## config.mk

```make
export PLATFORM = sky130hd
export DESIGN_NAME = kick_seq
export DESIGN_NICKNAME = d
export VERILOG_FILES = /design/src/rtl/kick_seq_pkg.sv /design/src/rtl/kick_seq_cfg.sv /design/src/rtl/kick_seq_timer.sv /design/src/rtl/kick_seq_decode.sv /design/src/rtl/kick_seq.sv
export SDC_FILE = /design/constraint.sdc
export NUM_CORES = 1
export LEC_CHECK = 0
export BUFFER_PORTS_ARGS = -buffer_cell sky130_fd_sc_hd__buf_2
export CAP_MARGIN = 30
export CORE_MARGIN = 3
export CORE_UTILIZATION = 51
export CTS_BUF_LIST = sky130_fd_sc_hd__clkbuf_4
export CTS_CLUSTER_SIZE = 12
export DETAILED_ROUTE_END_ITERATION = 12
export GPL_ROUTABILITY_DRIVEN = 1
export MAX_ROUTING_LAYER = met4
export PLACE_DENSITY_LB_ADDON = 0.25
export SLEW_MARGIN = 15
export SYNTH_ARGS = -nofsm -noshare
export SYNTH_HDL_FRONTEND = slang
export SYNTH_SLANG_ARGS = --single-unit
```

## constraint.sdc

```tcl
create_clock -name clk_i -period 4.9 [get_ports clk_i]
set_input_delay 0.735 -clock clk_i [delete_from_list [all_inputs] [get_ports clk_i]]
set_output_delay 0.735 -clock clk_i [all_outputs]
set_load 0.1 [all_outputs]
```

## src/rtl/kick_seq_pkg.sv

```systemverilog
package kick_seq_pkg;
  function automatic int unsigned max_u(input int unsigned a, input int unsigned b);
    return (a > b) ? a : b;
  endfunction
endpackage

```

## src/rtl/kick_seq_cfg.sv

```systemverilog
module kick_seq_cfg #(
  parameter int unsigned DLY_W = 5
) (
  input  logic             clk_i,
  input  logic             rst_ni,
  input  logic             start_i,
  input  logic [DLY_W-1:0] dly_i,
  input  logic             gap_en_i,
  input  logic             cap_keep_i,
  output logic [DLY_W-1:0] dly_o,
  output logic             gap_en_o,
  output logic             cap_keep_o
);
  always_ff @(posedge clk_i or negedge rst_ni) begin
    if (!rst_ni) begin
      dly_o      <= '0;
      gap_en_o   <= 1'b0;
      cap_keep_o <= 1'b0;
    end else if (start_i) begin
      dly_o      <= dly_i;
      gap_en_o   <= gap_en_i;
      cap_keep_o <= cap_keep_i;
    end
  end
endmodule

```

## src/rtl/kick_seq_timer.sv

```systemverilog
module kick_seq_timer #(
  parameter int unsigned TW = 6
) (
  input  logic          clk_i,
  input  logic          rst_ni,
  input  logic          kick_i,
  input  logic [TW-1:0] end_i,
  output logic          start_o,
  output logic          active_o,
  output logic [TW-1:0] t_o
);
  assign start_o = kick_i & ~active_o;

  always_ff @(posedge clk_i or negedge rst_ni) begin
    if (!rst_ni) begin
      active_o <= 1'b0;
      t_o      <= '0;
    end else if (start_o) begin
      active_o <= 1'b1;
      t_o      <= '0;
    end else if (active_o) begin
      if (t_o == end_i) begin
        active_o <= 1'b0;
        t_o      <= '0;
      end else begin
        t_o <= t_o + 1'b1;
      end
    end
  end
endmodule

```

## src/rtl/kick_seq_decode.sv

```systemverilog
module kick_seq_decode #(
  parameter int unsigned DLY_W   = 5,
  parameter int unsigned TW      = 6,
  parameter int unsigned CAP_DLY = 4,
  parameter int unsigned SEL_LEN = 8
) (
  input  logic             active_i,
  input  logic [TW-1:0]    t_i,
  input  logic [DLY_W-1:0] dly_i,
  input  logic             gap_en_i,
  input  logic             cap_keep_i,
  output logic [TW-1:0]    end_o,
  output logic             sel_o,
  output logic             gap_o,
  output logic             cap_o
);
  localparam logic [TW-1:0] SEL_LAST = TW'(SEL_LEN - 1);

  logic [TW-1:0] gap_t, cap_t;

  always_comb begin
    gap_t = TW'(dly_i);
    cap_t = gap_t + TW'(CAP_DLY);
    end_o = (cap_t > SEL_LAST) ? cap_t : SEL_LAST;
    sel_o = active_i && (t_i <= SEL_LAST);
    gap_o = active_i && gap_en_i && (t_i == gap_t);
    cap_o = active_i && (gap_en_i || cap_keep_i) && (t_i == cap_t);
  end
endmodule

```

## src/rtl/kick_seq.sv

```systemverilog
module kick_seq #(
  parameter int unsigned DLY_W   = 5,
  parameter int unsigned CAP_DLY = 4,
  parameter int unsigned SEL_LEN = 8
) (
  input  logic             clk_i,
  input  logic             rst_ni,
  input  logic             kick_i,
  input  logic [DLY_W-1:0] gap_dly_i,
  input  logic             gap_en_i,
  input  logic             cap_keep_i,
  output logic             sel_alt_o,
  output logic             fw_gap_o,
  output logic             cap_mon_o,
  output logic             busy_o
);
  localparam int unsigned MAX_T = kick_seq_pkg::max_u((2**DLY_W) - 1 + CAP_DLY, SEL_LEN - 1);
  localparam int unsigned TW    = $clog2(MAX_T + 1);

  logic             start;
  logic             active;
  logic [TW-1:0]    t_cnt;
  logic [TW-1:0]    end_t;
  logic [DLY_W-1:0] dly_q;
  logic             gap_en_q, cap_keep_q;

  kick_seq_cfg #(.DLY_W(DLY_W)) u_cfg (
    .clk_i      (clk_i),
    .rst_ni     (rst_ni),
    .start_i    (start),
    .dly_i      (gap_dly_i),
    .gap_en_i   (gap_en_i),
    .cap_keep_i (cap_keep_i),
    .dly_o      (dly_q),
    .gap_en_o   (gap_en_q),
    .cap_keep_o (cap_keep_q)
  );

  kick_seq_timer #(.TW(TW)) u_timer (
    .clk_i    (clk_i),
    .rst_ni   (rst_ni),
    .kick_i   (kick_i),
    .end_i    (end_t),
    .start_o  (start),
    .active_o (active),
    .t_o      (t_cnt)
  );

  kick_seq_decode #(
    .DLY_W(DLY_W), .TW(TW), .CAP_DLY(CAP_DLY), .SEL_LEN(SEL_LEN)
  ) u_dec (
    .active_i   (active),
    .t_i        (t_cnt),
    .dly_i      (dly_q),
    .gap_en_i   (gap_en_q),
    .cap_keep_i (cap_keep_q),
    .end_o      (end_t),
    .sel_o      (sel_alt_o),
    .gap_o      (fw_gap_o),
    .cap_o      (cap_mon_o)
  );

  assign busy_o = active;
endmodule

```

==> results of run 1 <==
worst paths after layout:
kind                       cells past startpoint                      endpoint  slack (ns)
max in group asynchronous                      1    u_timer.t_o[3]$_DFFE_PN0P_        4.31
setup / recovery                               5                     cap_mon_o        1.99
setup reg to reg                               7    u_timer.t_o[5]$_DFFE_PN0P_        2.69
hold / removal                                 1    u_cfg.dly_o[4]$_DFFE_PN0P_        0.34
hold reg to reg                                1  u_cfg.cap_keep_o$_DFFE_PN0P_        0.53
min in group clk_i                             1  u_cfg.cap_keep_o$_DFFE_PN0P_        0.53
per-layer routing:
| layer | vias up | track usage, % | routed length [µm] |
|---|---|---|---|
| met1 | 389 | 25.4 | 1010 |
| met4 | 0 | 10.1 | 48 |
| met3 | 4 | 1.81 | 103 |
| li1 | 417 | - | - |
| met2 | 22 | 27.5 | 947 |
| met5 | - | - | 0 |
layout make-up:
type	instances	area, µm²	area share, %
Clock buffer	3	22.5	2.09
Inverter	8	30.0	2.79
Multi-Input combinational cell	79	577	53.6
Sequential cell	14	350	32.6
Tap cell	25	31.3	2.91
Timing Repair Buffer	13	65.1	6.05
cells in the mapped netlist, drive strengths merged (2+ instances only):
cell type	number	area, µm²
and3	2	12.5
ha	3	37.5
xnor2	4	35.0
o21ai	7	35.0
o2111ai	2	17.5
nor3	3	15.0
nor2	2	7.51
and2	3	18.8
dfrtp	14	350
a41oi	2	17.5
nand3	3	15.0
xor2	4	35.0
nand2	6	22.5
a21oi	13	68.8
mux2	4	45.0
a31oi	2	12.5
clkbuf	4	35.0
inv	8	30.0
a2111oi	4	35.0
a22oi	2	28.8
worst max-delay path, stage by stage, from the launching register on:
cell and delay [ns]:
dfrtp_1 0.46, ha_1 0.27, xor2_1 0.16, o31a_2 0.35
nor3_1 0.19, buf_2 0.45
layout by cell type (no fill, tap or decap), drive strengths merged, types with 2 or more instances in the layout:
cell type	n
xnor2	4
mux2	4
and3	2
and2	3
a21oi	13
dfrtp	14
a31oi	2
nor3	3
clkbuf	3
o2111ai	2
a2111oi	4
nand2	6
xor2	4
a22oi	2
o21ai	7
a41oi	2
ha	3
nand3	3
buf	13
nor2	2
inv	8
stage by stage:
stage | cells | cell area [µm²] | setup slack (ns) | util [%] | hold slack (ns)
5_1_grt | 142 | 1080 | 1.93 | 60.4 | 0.352
3_5_place_dp | 139 | 1050 | 2.31 | 59.1 | 0.511
3_3_place_gp | 139 | 1050 | 2.33 | 59.1 | 0.514
6_report | 142 | 1080 | 1.99 | 60.4 | 0.335
2_1_floorplan | 106 | 997 | 0.712 | - | 0.439
4_1_cts | 142 | 1080 | 1.99 | 60.4 | 0.347
state kept, by name (all words and copies together) (netlist names):
signal / count
u_timer.t_o: 6
u_cfg.dly_o: 5
u_cfg.cap_keep_o: 1
u_cfg.gap_en_o: 1
u_timer.active_o: 1
logic make-up (layout without fill, tap and decap cells):
family	count (synthesis)	count (layout)	share of synthesized area, %
mux	4	4	4.57
flops	14	14	35.6
xor+xnor	8	8	7.11
buf+inv	13	24	7.12
simple gates	28	28	16.6
fa+ha+maj	3	3	3.81
compound gates	36	36	25.2
==> impl_metrics.ini, run 1 <==
[worst_setup_path]
reg2reg_from = u_cfg.dly_o[2]$_DFFE_PN0P_
crit_arrival_ns = 2.17
startpoint_type = flip-flop
cp.required_ns = 4.16
cp_max_fo = 8
path_class = reg -> out
endpoint_kind = output pin
crit_start = u_cfg.dly_o[2]$_DFFE_PN0P_

[clock_network]
cts_setup_buffers = 0
numCtsBuffers = 3
holdBufCountCts = 0
cts-resized-gates = 0
worst_skew_pair.late_latency_ns = 0.29
ctsHtreeMaxLevel = 1
path_clk_slew_ns = 0.08
cts.sinks = 14
cts.path.max_buffers = 2
clockRootBuffer = clkbuf_4
tritoncts = done

[route]
viasPerCell = 5.86
first_iter_violations = 24
wl_per_cell_um = 14.9
antenna_left = 0
first_pass_iters = 4
wl_um = 2110
via_count = 832
drc_errors = 0

[sta]
finalMaxSlewViolations = 0
finalHoldViolCount = 0
min_period_ns = 2.91
fmax_ghz = 0.344
relSlewSlack_pct = 55.2
fin_skew_ns = 0.00200
setup_viol = 0
finalSetupTns_ns = 0
post-route-period-util_pct = 59.3
rsz0062_at_grt = false
tightest_slew_ns = 0.670

[placement]
place_congestion = 0.866
dp_hpwl_um = 1510
port_buffers = 13

[hold_path]
hp-class = in -> async

[global_route]
grt_pass1_wl_um = 3510
grtUsageTotal_pct = 18.8
antenna_found_initial = 0
grt-ovfl-total = 0
grt_max_degree = 18
grt_pass1_vias = 784

[run_status]
outcome = complete, no violations

[final_layout]
area_delta_synth_final_pct = 9.28
drive_gt1_share_pct = 23.1
n_fill_cell = 151
antenna_cells = 0
layout.nets = 132

[floorplan]
ios = 14
die_w_um = 49.9
floorplan.die_area_um2 = 2490
die_h_um = 49.9
core_um2 = 1780
start_util_pct = 55.2
rows = 15

[logic_synthesis]
syn_inst = 106
yosys_register_bits = 14
synth_edf_count = 0
synth_top_flop_cell = dfrtp_1
syn_avg_cell_area_um2 = 9.29
synthArstFlopShare_pct = 100
yosys_warnings = 0
syn_area_um2 = 985
synth.distinct_cells = 37
ys_seq_area_share_pct = 35.6
synth_fp_nets = 119

[job]
cap_violations = 0
Power of run 1 is not shown: default switching activity piles up to over one toggle a cycle in this logic, so the estimate is an artifact.
==> run 2, diff against run 1 <==
--- a/config.mk
+++ b/config.mk
@@ -5,6 +5,7 @@
 export SDC_FILE = /design/constraint.sdc
 export NUM_CORES = 1
 export LEC_CHECK = 0
+export ABC_AREA = 1
 export BUFFER_PORTS_ARGS = -buffer_cell sky130_fd_sc_hd__buf_2
 export CAP_MARGIN = 30
 export CORE_MARGIN = 3
==> constraint.sdc (replaced) <==
create_clock -name clk_i -period 2.8 [get_ports clk_i]
set_input_delay 0.42 -clock clk_i [delete_from_list [all_inputs] [get_ports clk_i]]
set_output_delay 0.42 -clock clk_i [all_outputs]
set_load 0.1 [all_outputs]
==> run 2 against run 1 <==
Effect of this change: clock skew up 0.0068 ns; global-route usage down 0.083 points; critical path depth up 2; final cell count up 15%; flip-flop and latch count unchanged; synthesized cell count up 19%; die area down 4.4%; area after synthesis down 5.0%; non-clock buffer count unchanged; register-to-register slack worse by 1.7 ns; critical path type unchanged; largest cell class unchanged; highest routed layer unchanged.
==> impl_metrics.ini, run 2 <==
[run_status]
outcome = complete, no violations

[global_route]
grtUsageTotal_pct = 18.7
grt-ovfl-total = 0
grt_pass1_wl_um = 3420
grt_pass1_vias = 784
grt_max_degree = 15
antenna_found_initial = 0

[clock_network]
holdBufCountCts = 0
numCtsBuffers = 3
ctsHtreeMaxLevel = 1
cts.sinks = 14
cts_setup_buffers = 0
clockRootBuffer = clkbuf_4
cts.path.max_buffers = 2
tritoncts = done
worst_skew_pair.late_latency_ns = 0.28
path_clk_slew_ns = 0.09
cts-resized-gates = 0

[sta]
fmax_ghz = 0.394
post-route-period-util_pct = 90.7
tightest_slew_ns = 0.486
min_period_ns = 2.54
finalSetupTns_ns = 0
setup_viol = 0
finalHoldViolCount = 0
rsz0062_at_grt = false
fin_skew_ns = 0.00884
relSlewSlack_pct = 67.8
timing.final.ws_setup_ns = 0.260
finalMaxSlewViolations = 0

[route]
via_count = 825
wl_per_cell_um = 12.1
antenna_left = 0
viasPerCell = 5.06
drc_errors = 0
first_pass_iters = 4
wl_um = 1970
first_iter_violations = 11

[final_layout]
layout.nets = 153
layout_commonest_cell = nand2_1
top_register = u_timer.t_o
antenna_cells = 0
largest_reg_flops = 6
reg_top3 = u_timer.t_o (6), u_cfg.dly_o (5)
area_delta_synth_final_pct = 16.6
mostFrequentLayoutCells = nand2_1, inv_1, buf_2, dfrtp_1
post-route-util_pct = 67.7
drive_gt1_share_pct = 27.3

[logic_synthesis]
synth_top_cell_by_area = dfrtp_1
ys_seq_area_share_pct = 37.4
synth_area_leaders = dfrtp_1, nand2_1, inv_1
synth_edf_count = 0
synth.distinct_cells = 22
synth_top_area_share_pct = 37.4
yosys_warnings = 0
synth_commonest_cells = nand2_1, dfrtp_1, inv_1, nand3_1, nor2_1
synth_top_flop_cell = dfrtp_1
yosys_register_bits = 14
synth_fp_nets = 139
syn_area_um2 = 936
syn_inst = 126
synthArstFlopShare_pct = 100
synthMostInstantiatedCell = nand2_1
syn_avg_cell_area_um2 = 7.43

[hold_path]
hp-class = in -> async

[worst_setup_path]
crit_path_frequent_cell = inv_1
crit_cells = 7
crit_arrival_ns = 2.12
cp.required_ns = 2.38
slowest_stage = dfrtp_1
cp_max_fo = 8
ff2ff_path_depth = 12
endpoint_kind = output pin
cpPeakStageDelay_ns = 0.50
crit_chain = inv_1 -> ha_1 -> inv_1 -> nand2_1 -> nand3_1 -> nor4_4 -> buf_2
path_class = reg -> out
startpoint_type = flip-flop
path_buf_inv = 3
critPathTopFamily = buffers and inverters

[placement]
port_buffers = 13
dp_hpwl_um = 1530
dpl_worst_slack_ns = 0.563
place_congestion = 0.879

[floorplan]
die_w_um = 48.8
die_h_um = 48.8
rows = 14
core_um2 = 1610
floorplan.die_area_um2 = 2380
ios = 14
start_util_pct = 58.1

[job]
cap_violations = 0
## run 2: changes by cell type in the layout (fill, tap and decap cells not counted), moves of 4 or more
cell       delta
nand3_1       +7
nor2_1        +8
o21ai_0       -6
nand2_1      +28
a21oi_1       -7
inv_1         +6
a2111oi_0     -4
o21ai_2       +4
nand2_2       +5
## run 2: path summary, 6_finish.rpt
kind                                                      to                         start  slack, ns
worst max register to register    u_timer.active_o$_DFF_PN0_    u_cfg.dly_o[2]$_DFFE_PN0P_       1.04
min in group clk_i              u_cfg.cap_keep_o$_DFFE_PN0P_                    cap_keep_i       0.37
worst min-delay path              u_timer.t_o[0]$_DFFE_PN0P_                        rst_ni       0.01
worst min register to register  u_cfg.cap_keep_o$_DFFE_PN0P_  u_cfg.cap_keep_o$_DFFE_PN0P_       0.52
worst max-delay path                               cap_mon_o    u_cfg.dly_o[2]$_DFFE_PN0P_       0.26
max in group asynchronous         u_timer.active_o$_DFF_PN0_                        rst_ni       2.54
## run 2: kinds of logic after synthesis
group           Yosys count  synth area share, %
compound gates           13                 9.76
fa+ha+maj                 3                 4.01
buf+inv                  22                 9.36
xor+xnor                  6                 5.61
mux                       2                 2.41
flops                    14                 37.4
simple gates             66                 31.4
## run 2: per-stage QoR
step | std cells | instance area [µm²] | hold WS [ns]
detailed placement | 159 | 1060 | 0.330
global placement | 159 | 1060 | 0.327
global route | 163 | 1090 | 0.0290
finish | 163 | 1090 | 0.0112
CTS | 163 | 1090 | 0.0260
floorplan | 126 | 986 | 0.124
## run 2: final cells by class
| cell class | instances | area, µm² |
|---|---|---|
| Timing Repair Buffer | 13 | 65.1 |
| Clock buffer | 4 | 30.0 |
| Multi-Input combinational cell | 90 | 547 |
| Fill cell | 150 | 520 |
| Inverter | 18 | 67.6 |
| Tap cell | 24 | 30.0 |
| Sequential cell | 14 | 352 |
## run 2: routing by layer
metal	share of wire (%)	track usage, %	vias up
met5	0	-	-
met3	2.6	1.83	6
met4	2.5	8.53	0
met1	49	24.1	375
li1	-	-	428
met2	46	29.6	16
Power of run 2 is left out for the same reason.
==> run 3, diff against run 2 <==
--- a/config.mk
+++ b/config.mk
@@ -8,6 +8,7 @@
 export ABC_AREA = 1
 export BUFFER_PORTS_ARGS = -buffer_cell sky130_fd_sc_hd__buf_2
 export CAP_MARGIN = 30
+export CORE_ASPECT_RATIO = 1.25
 export CORE_MARGIN = 3
 export CORE_UTILIZATION = 51
 export CTS_BUF_LIST = sky130_fd_sc_hd__clkbuf_4
@@ -16,6 +17,7 @@
 export GPL_ROUTABILITY_DRIVEN = 1
 export MAX_ROUTING_LAYER = met4
 export PLACE_DENSITY_LB_ADDON = 0.25
+export SKIP_LAST_GASP = 1
 export SLEW_MARGIN = 15
 export SYNTH_ARGS = -nofsm -noshare
 export SYNTH_HDL_FRONTEND = slang
==> run 3 against run 2 <==
Effect of this change: fmax rose by 0.52%; die area grew 0.15%; clock-buffer cell count fell by 1; routed wire length fell by 0.46%; critical endpoint unchanged; highest routed layer unchanged.
==> impl_metrics.ini, run 3 (synthesized netlist as in run 2, its figures left out) <==
[route]
first_pass_iters = 4
via_count = 844
wl_um = 1970
viasPerCell = 5.38
antenna_left = 0
drc_errors = 0
wl_per_cell_um = 12.5
first_iter_violations = 14

[floorplan]
start_util_pct = 57.0
floorplan.die_area_um2 = 2390
core_um2 = 1640
die_h_um = 53.9
ios = 14
rows = 16
die_w_um = 44.3

[run_status]
outcome = complete, no violations

[final_layout]
antenna_cells = 0
layout.nets = 153
drive_gt1_share_pct = 26.6
design_area_um2 = 1080
mostFrequentLayoutCells = nand2_1, inv_1, buf_2, dfrtp_1
final-instance-count-excl-fill = 157
reg_top3 = u_timer.t_o (6), u_cfg.dly_o (5)
layout_commonest_cell = nand2_1
largest_reg_flops = 6
top_register = u_timer.t_o
area_delta_synth_final_pct = 15.4

[placement]
dp_cells = 153
dp_hpwl_um = 1580
place_area_um2 = 1050
port_buffers = 13
place_congestion = 0.963

[clock_network]
cts_setup_buffers = 0
worst_skew_pair.late_latency_ns = 0.29
cts-resized-gates = 0
numCtsBuffers = 3
cts.sinks = 14
clockRootBuffer = clkbuf_4
holdBufCountCts = 0
cts.path.max_buffers = 2
path_clk_slew_ns = 0.09
ctsHtreeMaxLevel = 1
tritoncts = done

[global_route]
grt-ovfl-total = 0
grt_pass1_vias = 803
grt_pass1_wl_um = 3360
grtUsageTotal_pct = 19.9
grt_max_degree = 15
antenna_found_initial = 0

[sta]
rsz0062_at_grt = false
tightest_slew_ns = 0.484
finalMaxSlewViolations = 0
setup_viol = 0
holdWs_ns = 0.00379
post-route-period-util_pct = 90.3
finalSetupTns_ns = 0
min_period_ns = 2.53
relSlewSlack_pct = 68.0
fin_skew_ns = 0.00528
fmax_ghz = 0.396
finalHoldViolCount = 0

[worst_setup_path]
cpPeakStageDelay_ns = 0.47
crit_chain = inv_1 -> ha_1 -> inv_1 -> nand2_1 -> nand3_1 -> nor4_4 -> buf_2
cp_max_fo = 8
critPathTopFamily = buffers and inverters
crit_path_frequent_cell = inv_1
cp.required_ns = 2.38
path_buf_inv = 3
startpoint_type = flip-flop
slowest_stage = dfrtp_1
path_class = reg -> out
crit_arrival_ns = 2.11
endpoint_kind = output pin

[job]
cap_violations = 0

[hold_path]
hp-class = in -> async
-- run 3: path summary, 6_finish.rpt --
check | from | end | slack [ns] | cells past startpoint
min in group clk_i | cap_keep_i | u_cfg.cap_keep_o$_DFFE_PN0P_ | 0.37 | 2
hold / removal | rst_ni | u_timer.t_o[5]$_DFFE_PN0P_ | 0.004 | 1
max in group asynchronous | rst_ni | u_timer.active_o$_DFF_PN0_ | 2.55 | 1
setup reg to reg | u_cfg.dly_o[2]$_DFFE_PN0P_ | u_timer.active_o$_DFF_PN0_ | 1.06 | 12
setup / recovery | u_cfg.dly_o[2]$_DFFE_PN0P_ | cap_mon_o | 0.27 | 7
hold reg to reg | u_cfg.cap_keep_o$_DFFE_PN0P_ | u_cfg.cap_keep_o$_DFFE_PN0P_ | 0.52 | 1
-- run 3: through the flow --
stage	setup WS [ns]	util [%]
CTS	0.262	65.8
detailed placement	0.560	64.2
global route	0.155	65.8
floorplan	0.270	-
finish	0.273	65.8
global placement	0.634	64.2
-- run 3: area by class of cell --
cell class	count	area, µm²
clock buffer	3	22.5
clock inverter	1	3.75
fill	152	562
inverter	18	67.6
multi-input combinational	90	547
sequential	14	352
tap	18	22.5
timing repair buffer	13	65.1
-- run 3: layer usage --
layer	track usage (%)	wire length [µm]
met5	-	0
met1	23.7	865
met3	2.01	82
met2	33.7	978
met4	9.05	38
-- run 3: worst reg2reg max path: stages (launching register included) --
cell and delay, ns:
dfrtp_1 0.47, inv_1 0.10, ha_1 0.34, nand2_1 0.10, nand2_1 0.05, nor2_1 0.10, nand2_1 0.06, nand2_1 0.05
nand2_1 0.05, inv_1 0.05, nand2_2 0.07, nand2_4 0.12, nand2_1 0.06
Power of run 3 is left out for the same reason.
